$ cat config.mk
export PLATFORM = sky130hd
export DESIGN_NAME = bitPacker
export DESIGN_NICKNAME = d
export VERILOG_FILES = /design/src/rtl/packPkg.sv /design/src/rtl/packData.sv /design/src/rtl/packCtrl.sv /design/src/rtl/bitPacker.sv
export SDC_FILE = /design/constraint.sdc
export NUM_CORES = 1
export LEC_CHECK = 0
export ABC_AREA = 0
export BUFFER_PORTS_ARGS = -buffer_cell sky130_fd_sc_hd__buf_4
export CAP_MARGIN = 10
export CORE_ASPECT_RATIO = 1.2
export CORE_MARGIN = 8
export CORE_UTILIZATION = 40
export DETAILED_ROUTE_END_ITERATION = 16
export GPL_TIMING_DRIVEN = 0
export SLEW_MARGIN = 20
export SYNTH_ARGS = -nofsm -noshare
export SYNTH_HDL_FRONTEND = slang
export SYNTH_SLANG_ARGS = --single-unit
$ cat constraint.sdc
create_clock -name clk -period 4.9 [get_ports clk]
set_input_delay 0.98 -clock clk [delete_from_list [all_inputs] [get_ports clk]]
set_output_delay 0.98 -clock clk [all_outputs]
set_load 0.005 [all_outputs]
$ cat src/rtl/packPkg.sv
package packPkg;
  localparam int DEF_WORD_W = 32;
  localparam int DEF_LEN_W  = 6;

  // strobes from control to datapath
  typedef struct packed {
    logic load;        // append the offered code
    logic shiftWord;   // a full low word leaves: shift down one word
    logic dropPartial; // padded flush word leaves: clear everything
  } ctrlStrobe_t;
endpackage

$ cat src/rtl/packData.sv
module packData
  import packPkg::*;
#(
  parameter int WORD_W = DEF_WORD_W,
  parameter int LEN_W  = DEF_LEN_W
) (
  input  logic                       clk,
  input  logic                       rstN,
  input  ctrlStrobe_t                strobe,
  input  logic [WORD_W-1:0]          inCode,
  input  logic [LEN_W-1:0]           inLen,
  output logic [2*WORD_W-1:0]        accBits,
  output logic [$clog2(2*WORD_W+1)-1:0] fillCnt
);
  localparam int ACC_W  = 2 * WORD_W;
  localparam int FILL_W = $clog2(ACC_W + 1);

  logic [FILL_W-1:0] effLen;
  logic [WORD_W-1:0] maskedCode;
  logic [ACC_W-1:0]  baseBits, accNext;
  logic [FILL_W-1:0] baseFill, fillNext;

  // saturate the length at one word
  always_comb begin
    if (FILL_W'(inLen) > FILL_W'(WORD_W)) effLen = FILL_W'(WORD_W);
    else                                  effLen = FILL_W'(inLen);
  end

  // keep only the low effLen bits of the code
  for (genvar b = 0; b < WORD_W; b++) begin : g_mask
    assign maskedCode[b] = inCode[b] & (FILL_W'(b) < effLen);
  end

  always_comb begin
    baseBits = accBits;
    baseFill = fillCnt;
    if (strobe.shiftWord) begin
      baseBits = accBits >> WORD_W;
      baseFill = fillCnt - FILL_W'(WORD_W);
    end else if (strobe.dropPartial) begin
      baseBits = '0;
      baseFill = '0;
    end
    accNext  = baseBits;
    fillNext = baseFill;
    if (strobe.load) begin
      accNext  = baseBits | ({{WORD_W{1'b0}}, maskedCode} << baseFill);
      fillNext = baseFill + effLen;
    end
  end

  always_ff @(posedge clk) begin
    if (!rstN) begin
      accBits <= '0;
      fillCnt <= '0;
    end else begin
      accBits <= accNext;
      fillCnt <= fillNext;
    end
  end
endmodule

$ cat src/rtl/packCtrl.sv
module packCtrl
  import packPkg::*;
#(
  parameter int WORD_W = DEF_WORD_W
) (
  input  logic                          clk,
  input  logic                          rstN,
  input  logic                          inValid,
  input  logic                          flushReq,
  input  logic                          outReady,
  input  logic [$clog2(2*WORD_W+1)-1:0] fillCnt,
  output logic                          inReady,
  output logic                          outValid,
  output ctrlStrobe_t                   strobe
);
  localparam int FILL_W = $clog2(2 * WORD_W + 1);

  logic flushPend, flushPendNext;
  logic fillFull, fillEmpty, outFire;

  assign fillFull  = fillCnt >= FILL_W'(WORD_W);
  assign fillEmpty = fillCnt == '0;
  assign outValid  = fillFull || (flushPend && !fillEmpty);
  assign outFire   = outValid && outReady;
  // room for a full-length code once this cycle's word (if any) has left
  assign inReady   = !flushPend && ((fillCnt <= FILL_W'(WORD_W)) || outReady);

  always_comb begin
    strobe.load        = inValid && inReady;
    strobe.shiftWord   = outFire && fillFull;
    strobe.dropPartial = outFire && !fillFull;
  end

  always_comb begin
    if (flushPend)
      flushPendNext = !(fillEmpty || (outFire && (fillCnt <= FILL_W'(WORD_W))));
    else
      flushPendNext = flushReq;
  end

  always_ff @(posedge clk) begin
    if (!rstN) flushPend <= 1'b0;
    else       flushPend <= flushPendNext;
  end
endmodule

$ cat src/rtl/bitPacker.sv
module bitPacker
  import packPkg::*;
#(
  parameter int WORD_W = DEF_WORD_W,
  parameter int LEN_W  = DEF_LEN_W
) (
  input  logic              clk,
  input  logic              rstN,
  input  logic              inValid,
  output logic              inReady,
  input  logic [WORD_W-1:0] inCode,
  input  logic [LEN_W-1:0]  inLen,
  input  logic              flushReq,
  output logic              outValid,
  input  logic              outReady,
  output logic [WORD_W-1:0] outWord
);
  localparam int FILL_W = $clog2(2 * WORD_W + 1);

  ctrlStrobe_t          strobe;
  logic [2*WORD_W-1:0]  accBits;
  logic [FILL_W-1:0]    fillCnt;

  packCtrl #(.WORD_W(WORD_W)) u_ctrl (
    .clk(clk), .rstN(rstN), .inValid(inValid), .flushReq(flushReq),
    .outReady(outReady), .fillCnt(fillCnt), .inReady(inReady),
    .outValid(outValid), .strobe(strobe)
  );

  packData #(.WORD_W(WORD_W), .LEN_W(LEN_W)) u_data (
    .clk(clk), .rstN(rstN), .strobe(strobe), .inCode(inCode),
    .inLen(inLen), .accBits(accBits), .fillCnt(fillCnt)
  );

  assign outWord = accBits[WORD_W-1:0];
endmodule

==> results of run 1 <==
==> through the flow <==
stage	cell area, sq um	setup slack [ps]
floorplan	6460	1229
global placement	7288	456.9
detailed placement	7288	456.7
CTS	7609	760.2
global route	7609	509.1
finish	7609	698.3
==> metal layers <==
metal	routed length, um	track usage	vias up
met1	11210	0.3132	3495
met2	13230	0.4517	481
li1	-	-	3402
met5	0	0	-
met3	2365	0.04742	126
met4	2005	0.2033	0
==> power by group <==
part           leakage (nW)  internal [mW]  switching (mW)
registers             0.585          0.728          0.0953
logic                  2.31          0.747            1.24
clock network         0.155          0.457           0.268
==> cells by family (layout without fill, tap and decap cells) <==
logic type / Yosys count / after routing / share of synthesized area
buffers and inverters: 123 / 213 / 0.09762
flip-flops: 72 / 72 / 0.2231
AO/OA/AOI/OAI: 331 / 331 / 0.3769
AND/OR/NAND/NOR: 251 / 251 / 0.1859
adder cells (fa/ha/maj): 9 / 9 / 0.01782
multiplexers: 54 / 54 / 0.09181
XOR/XNOR: 5 / 5 / 0.006779
==> critical path, cell delays in order, from the launching register on <==
cell      delay, ps
dfxtp_1         420
inv_1            90
ha_1            290
nand3_2         210
nand2_1         160
inv_2           180
clkbuf_1        500
clkbuf_1        630
ha_1            350
a21o_1          180
maj3_1          380
a21o_1          200
a21oi_1         190
xnor2_1          80
mux2i_1         140
nor2_1           50
==> registers in the layout, indices dropped and copies added, names as in the netlist <==
name              flops
u_data.accBits       64
u_data.fillCnt        7
u_ctrl.flushPend      1
==> worst paths after layout <==
path                 startpoint                  to  slack [ps]  cells past startpoint
min reg2reg  u_data.accBits[63]  u_data.accBits[63]         460                      2
min          u_data.accBits[63]  u_data.accBits[63]         460                      2
max           u_data.fillCnt[5]   u_data.fillCnt[5]         700                     15
max reg2reg   u_data.fillCnt[5]   u_data.fillCnt[5]         700                     15
==> placed cells by master (no fill, tap or decap), types with 20 or more instances in the layout <==
master / synthesis / layout
buf_4: 34 / 109
nor2_1: 76 / 76
dfxtp_1: 72 / 72
nand2_1: 64 / 64
a21oi_1: 50 / 50
o21ai_0: 47 / 47
mux2i_1: 35 / 35
buf_2: 33 / 33
clkbuf_1: 33 / 33
nand3_1: 22 / 22
a22oi_1: 20 / 20
==> final cells by class <==
type                    count  area, sq um  share of cell area
plain buffers             105        563.0             0.07400
inverters                  18        67.56            0.008880
repair buffers             75        563.0             0.07400
clock buffers              10        239.0             0.03141
clock inverters             5        81.33             0.01069
well taps                 212        265.3             0.03486
flip-flops and latches     72         1441              0.1894
multi-input cells         650         4388              0.5767
==> flow_summary.toml, run 1 <==
[global_routing]
track_usage = 0.2735
overflow = 0
grt_pass1_wl_um = 43860
grt_start_max_net_pins = 13
grt_antenna_before_repair = 0
grt_pass1_vias = 7360

[cts]
cts_hold_buf = 0
clock_path_buffers = 2
cts_tree = "built"
cts_root_buf = "clkbuf_16"
cts.sink_count = 72
clk_pin_slew_ps = 60
cts_buffers = 9
post_cts_resize_count = 0
clkLatencyLatePin_ps = 340
cts_max_level = 3
post_cts_buffers = 0

[power]
p_leak_nw = 3.048
power.total_mw = 3.531
irDropWorstVdd_uv = 189.5
p_per_area_mw_per_mm2 = 464.1

[job]
drv_cap = 0

[setup_path]
arrival_ps = 4400
critical_path.max_fanout = 11
end_kind = "flop"
critical_path_class = "flop to flop"
critPathLaunchType = "flop"
cp.required_ps = 5100

[floorplan]
coreArea_sq_mm = 0.01602
fp-row-count = 51
ioPinCount = 77
start_util = 0.4033
die_x_um = 132.0
die_y_um = 155.2
die_area_sq_mm = 0.02049

[layout]
n_fill_cell = 1666
synthToLayoutAreaGrowth_pct = 17.78
fin_util = 0.4750
final_net_count = 981
antenna_cells = 0
final_cells = 1147
drive_gt1_frac = 0.2182

[timing]
setup_viol = 0
fmaxAchievable_mhz = 238.0
worst_pin_slew_ps = 1042
tns_ps = 0
finalHoldViolCount = 0
maxSlewViolCount = 0
relSlewSlack = 0.3002
finClkSkew_ps = 13.82
rsz0062_at_grt = "false"
fin_crit_sh = 0.8575
holdWs_ps = 460.9
final.min_clock_period_ps = 4202

[routing]
drt_iter0_drc = 863
wl_per_cell_um = 25.12
finalWirelength_um = 28810
dr.pass1.iters = 9
vias = 7504
drc_errors = 0
drt-vias-per-instance = 6.542
ant_nets = 0

[synth]
synth_flop_cell = "dfxtp_1"
synth.most_common_cell = "nor2_1"
synth_top_area_frac = 0.2231
synth_edf_count = 0
ys_top_cells_by_area = "dfxtp_1 (22%), mux2i_1 (5.4%), nor2_1 (4.4%)"
synth_warnings = 0
synth_cells = 845
ys_ff_latch = 72
avgSynthCellArea_sq_um = 7.645
yosys.area.top_type = "dfxtp_1"
synth_fp_nets = 895
netlist_area_sq_mm = 0.006460
async_flop_share = 0
synth_seq_area_share = 0.2231
ys_types = 87
synthTopCellsByCount = "nor2_1 (76), dfxtp_1 (72), nand2_1 (64)"

[placement]
dp_cells = 1132
finalWeightedCongestion = 0.9942
port_buffers = 75
place_hpwl_um = 22500

[worst_hold_path]
hp-class = "flop to flop"

[outcome]
outcome = "finished, final reports clean"
No activity file was read; power rests on OpenSTA's default activity.
==> run 2: changes to the inputs <==
--- a/config.mk
+++ b/config.mk
@@ -16,4 +16,5 @@
 export SLEW_MARGIN = 20
 export SYNTH_ARGS = -nofsm -noshare
 export SYNTH_HDL_FRONTEND = slang
+export SYNTH_HIERARCHICAL = 1
 export SYNTH_SLANG_ARGS = --single-unit
==> run 2 against run 1 <==
  * Fmax decreased by 9.5%
  * Sequential share of layout area is 0.14 points lower
  * Clock skew fell by 9.0 ps
  * Hold slack better by 2.5 ps
  * Highest routed layer unchanged
  * Synthesized area up 1.3%
  * Via count increased by 14%
  * Global-route usage up 8.1 points
  * Sequential power increased by 3.0%
==> flow_summary.toml, run 2 <==
[worst_hold_path]
hold_end = "u_data/accBits[32]"
hp-class = "flop to flop"
hold_path_depth = 2
min-delay-start = "u_data/accBits[32]"

[cts]
cts_hold_buf = 0
cts_buffers = 9
clkLatencyLatePin_ps = 340
cts_tree = "built"
cts.sink_count = 72
cts_max_level = 3
post_cts_buffers = 0
cts_root_buf = "clkbuf_16"
clk_pin_slew_ps = 60
clock_path_buffers = 2

[global_routing]
grt_pass1_wl_um = 55000
grt_start_max_net_pins = 13
grt_antenna_before_repair = 0
grt_pass1_vias = 8216
track_usage = 0.3541
overflow = 0

[synth]
synth_edf_count = 0
synth.most_common_cell = "nand2_1"
ys_ff_latch = 72
synth_top_area_frac = 0.2203
ys_top_cells_by_area = "dfxtp_1 (22%), a22oi_1 (5.5%), nand2_1 (5.5%)"
avgSynthCellArea_sq_um = 7.353
async_flop_share = 0
yosys.area.top_type = "dfxtp_1"
synth_flop_cell = "dfxtp_1"
synth_cells = 890
ys_types = 90
synth_warnings = 6
synthTopCellsByCount = "nand2_1 (96), nor2_1 (78), dfxtp_1 (72)"
synth_seq_area_share = 0.2203
synth_fp_nets = 939
netlist_area_sq_mm = 0.006544

[placement]
finalWeightedCongestion = 1.027
dp_slack_ps = -90.21
dp_cells = 1177
place_hpwl_um = 29400
port_buffers = 75

[setup_path]
reg2regPathDepth = 17
cp.required_ps = 5100
timing.rr.start = "u_data/fillCnt[0]"
r2r_slack_ps = 260
critPathLaunchType = "flop"
critical_path_class = "flop to flop"
critical_path.max_fanout = 10
r2r_end = "u_data/fillCnt[6]"
end_kind = "flop"
arrival_ps = 4840

[timing]
setup_viol = 0
fmaxAchievable_mhz = 215.5
finClkSkew_ps = 4.855
relSlewSlack = 0.2916
finalHoldViolCount = 0
final.min_clock_period_ps = 4640
maxSlewViolCount = 0
layout_setup_ws_ps = 259.8
worst_pin_slew_ps = 1059
fin_crit_sh = 0.9470
rsz0062_at_grt = "false"

[layout]
regArea_sq_mm = 0.001441
reg_top3 = "u_data/accBits (64), u_data/fillCnt (7), u_ctrl/flushPend (1)"
final_cells = 1192
layout_common_cells = "nand2_1 (96), buf_4 (80), nor2_1 (78)"
synthToLayoutAreaGrowth_pct = 17.13
drive_gt1_frac = 0.1796
layout_commonest_cell = "nand2_1"
antenna_cells = 0
multi_input_area_sq_mm = 0.004657
final_net_count = 1025
regMostFlops = "u_data/accBits"
largest_reg_flops = 64
n_fill_cell = 1714

[routing]
vias = 8531
dr.pass1.iters = 6
wl_per_cell_um = 31.36
finalWirelength_um = 37380
ant_nets = 0
drc_errors = 0
drt-vias-per-instance = 7.157
drt_iter0_drc = 1225

[outcome]
outcome = "finished, final reports clean"

[power]
p_per_area_mw_per_mm2 = 483.7
p_leak_nw = 2.886
irDropWorstVdd_uv = 186.3

[floorplan]
die_y_um = 156.1
ioPinCount = 77
die_area_sq_mm = 0.02073
start_util = 0.4053
fp-row-count = 51
die_x_um = 132.8
coreArea_sq_mm = 0.01614

[job]
drv_cap = 0
-- run 2: how the worst max path moves through the flow --
| stage | from | to | slack [ps] | cells past startpoint |
|---|---|---|---|---|
| 2_1_floorplan | outReady | u_data/fillCnt[6] | 1260 | 15 |
| 3_3_place_gp | outReady | u_data/fillCnt[6] | -150 | 16 |
| 3_5_place_dp | outReady | u_data/fillCnt[6] | -90 | 16 |
| 4_1_cts | u_data/fillCnt[0] | u_data/fillCnt[6] | 100 | 17 |
| 5_1_grt | u_data/fillCnt[0] | u_data/fillCnt[6] | 30 | 17 |
| 6_report | u_data/fillCnt[0] | u_data/fillCnt[6] | 260 | 17 |
-- run 2: timing repair --
item,4_1_cts,5_1_grt
gates resized for setup,0,2
setup endpoints to repair,0,1
hold endpoints to repair,0,0
-- run 2: layout make-up --
cell class,instances,share of cell area
Inverter,18,0.008815
Timing Repair Buffer,75,0.07346
Sequential cell,72,0.1881
Clock buffer,9,0.02938
Buffer,78,0.05011
Multi-Input combinational cell,722,0.6076
Clock inverter,6,0.007999
Tap cell,212,0.03461
-- run 2: cells by family (layout without fill, tap and decap cells) --
| logic type | after synthesis | count (layout) | synth area share |
|---|---|---|---|
| xor+xnor | 7 | 7 | 0.009369 |
| fa+ha+maj | 6 | 6 | 0.01262 |
| compound gates | 396 | 396 | 0.4426 |
| flops | 72 | 72 | 0.2203 |
| buf+inv | 96 | 186 | 0.06883 |
| mux | 20 | 20 | 0.03251 |
| simple gates | 293 | 293 | 0.2138 |
-- run 2: through the flow --
step / hold slack (ps) / total power [mW] / util / setup TNS [ps] / cell area (sq um)
detailed placement: 446.3 / 2.944 / 0.4569 / -90.21 / 7377
floorplan: 424.7 / 2.081 / - / 0 / 6544
global route: 482.5 / 3.848 / 0.4748 / 0 / 7665
CTS: 460.1 / 3.601 / 0.4747 / 0 / 7664
global placement: 447.4 / 2.959 / 0.4566 / -152.9 / 7372
finish: 463.3 / 3.708 / 0.4748 / 0 / 7665
-- run 2: where the power goes --
| group | internal (mW) | switching, mW |
|---|---|---|
| Combinational | 0.675 | 1.53 |
| Sequential | 0.734 | 0.113 |
| Clock | 0.390 | 0.268 |
-- run 2: worst max-delay path, stage by stage, from the launching register on --
cell and delay (ps):
dfxtp_1 420, nor4_4 330, nand2_2 110, and4_1 360
nand2b_1 160, buf_2 270, buf_4 280, nand2_1 120
inv_1 200, clkbuf_1 550, clkbuf_2 470, ha_1 340
a21oi_1 240, nor2b_1 80, o21a_1 170, o21ai_0 200
xnor2_1 150, nor2_1 50
-- run 2: routing by layer --
metal  vias up  routed length, um  GRT usage
li1       3651                  -          -
met1      4030              13610     0.4032
met2       675              17170     0.5840
met3       175               3635    0.06637
met4         0               2965     0.2611
met5         -                  0          0
==> run 3: changes to the inputs <==
--- a/config.mk
+++ b/config.mk
@@ -11,6 +11,7 @@
 export CORE_ASPECT_RATIO = 1.2
 export CORE_MARGIN = 8
 export CORE_UTILIZATION = 40
+export CTS_BUF_LIST = sky130_fd_sc_hd__clkbuf_2 sky130_fd_sc_hd__clkbuf_4 sky130_fd_sc_hd__clkbuf_8
 export DETAILED_ROUTE_END_ITERATION = 16
 export GPL_TIMING_DRIVEN = 0
 export SLEW_MARGIN = 20
==> run 3 against run 2 <==
  * Global-route usage is essentially flat
  * Clock skew grew 2.9 ps
  * Combinational power is essentially flat
  * Clock power shrank 28%
  * Non-clock buffer count is the same
  * Flip-flop and latch count is the same
  * Clock-buffer cell count is the same
  * First-iteration DRC count grew 0.33%
  * Critical endpoint unchanged
==> flow_summary.toml, run 3 (synthesis gave the netlist of run 2 again) <==
[timing]
finClkSkew_ps = 7.722
relSlewSlack = 0.3010
setup_viol = 0
holdWs_ps = 468.4
final.min_clock_period_ps = 4642
fin_crit_sh = 0.9473
worst_pin_slew_ps = 1038
fmaxAchievable_mhz = 215.4
tns_ps = 0
rsz0062_at_grt = "false"
layout_setup_ws_ps = 258.2
maxSlewViolCount = 0
finalHoldViolCount = 0

[global_routing]
grt_start_max_net_pins = 13
grt_pass1_wl_um = 54970
overflow = 0
grt_pass1_vias = 8188
grt_antenna_before_repair = 0
track_usage = 0.3538

[layout]
n_fill_cell = 1725
synthToLayoutAreaGrowth_pct = 15.58
layout_commonest_cell = "nand2_1"
layout_common_cells = "nand2_1 (96), buf_4 (80), nor2_1 (78)"
antenna_cells = 0
regArea_sq_mm = 0.001441
final_cells = 1192
multi_input_area_sq_mm = 0.004657
final_net_count = 1025
largest_reg_flops = 64
reg_top3 = "u_data/accBits (64), u_data/fillCnt (7), u_ctrl/flushPend (1)"
drive_gt1_frac = 0.1796
regMostFlops = "u_data/accBits"

[cts]
cts.sink_count = 72
clkLatencyLatePin_ps = 360
clock_path_buffers = 2
clk_pin_slew_ps = 80
cts_buffers = 9
cts_root_buf = "clkbuf_8"
cts_max_level = 3
cts_tree = "built"
cts_hold_buf = 0
post_cts_buffers = 0
post_cts_resize_count = 0

[placement]
port_buffers = 75
place_hpwl_um = 29400
dp_slack_ps = -90.21
finalWeightedCongestion = 1.027
dp_cells = 1177

[routing]
drc_errors = 0
ant_nets = 0
wl_per_cell_um = 31.38
drt_iter0_drc = 1229
finalWirelength_um = 37410
dr.pass1.iters = 8
vias = 8512
drt-vias-per-instance = 7.141

[setup_path]
r2r_end = "u_data/fillCnt[6]"
end_kind = "flop"
cp.required_ps = 5130
critPathLaunchType = "flop"
cp_slowest_stage_delay_ps = 550
critical_path.max_fanout = 10
critPathSlowestCell = "clkbuf_1"
timing.rr.start = "u_data/fillCnt[0]"
reg2regPathDepth = 17
r2r_slack_ps = 260
arrival_ps = 4870
critical_path_class = "flop to flop"
crit_path_cell_trace = "nor4_4 -> nand2_2 -> and4_1 -> nand2b_1 -> buf_2 -> buf_4 -> nand2_1 -> inv_1 -> clkbuf_1 -> clkbuf_2 -> ha_1 -> a21oi_1 -> nor2b_1 -> o21a_1 -> o21ai_0 -> xnor2_1 -> nor2_1"

[job]
drv_cap = 0

[power]
irDropWorstVdd_uv = 173.8
p_leak_nw = 2.840
power.total_mw = 3.525
p_per_area_mw_per_mm2 = 466.1

[worst_hold_path]
hold_path_depth = 2
hp-class = "flop to flop"
hold_end = "u_data/accBits[32]"
min-delay-start = "u_data/accBits[32]"

[outcome]
outcome = "finished, final reports clean"

[floorplan]
start_util = 0.4053
coreArea_sq_mm = 0.01614
die_y_um = 156.1
fp-row-count = 51
die_x_um = 132.8
die_area_sq_mm = 0.02073
ioPinCount = 77
[run 3: cell counts in the layout (fill, tap and decap cells not counted)]
Identical to the previous run, type by type.
[run 3: power breakdown]
part | total (mW) | leakage [nW] | switching (mW) | internal, mW
logic | 2.20 | 2.16 | 1.53 | 0.675
registers | 0.847 | 0.586 | 0.114 | 0.733
clock network | 0.475 | 0.0948 | 0.244 | 0.231
[run 3: area by class of cell]
class / count / area share
sequential: 72 / 0.1906
timing repair buffer: 75 / 0.07444
buffer: 78 / 0.05079
clock inverter: 6 / 0.008106
inverter: 18 / 0.008933
tap: 212 / 0.03507
clock buffer: 9 / 0.01638
multi-input combinational: 722 / 0.6157
[run 3: worst max-delay path, delay by kind of cell, from the launching register on]
family | cells | cell delay [ps]
AO/OA/AOI/OAI | 3 | 610
XOR/XNOR | 1 | 150
adder cells (fa/ha/maj) | 1 | 340
buffers and inverters | 5 | 1790
flip-flops | 1 | 430
AND/OR/NAND/NOR | 7 | 1200
[run 3: per-stage QoR]
stage,instance area (sq um),utilization
final,7564,0.4685
after global routing,7564,0.4685
after CTS,7562,0.4684
after detailed placement,7377,0.4569
after global placement,7372,0.4566
after floorplan,6544,-
[run 3: how the worst max path moves through the flow]
stage                                    to              start  slack [ps]
after global placement    u_data/fillCnt[6]           outReady        -150
after global routing      u_data/fillCnt[6]  u_data/fillCnt[0]          30
final                     u_data/fillCnt[6]  u_data/fillCnt[0]         260
after detailed placement  u_data/fillCnt[6]           outReady         -90
after CTS                 u_data/fillCnt[6]  u_data/fillCnt[0]         100
after floorplan           u_data/fillCnt[6]           outReady        1260
[run 3: metal layers]
metal,global-route usage,share of wire
met4,0.2606,0.082
met1,0.4019,0.36
met5,0,0
met3,0.06894,0.095
met2,0.5831,0.46
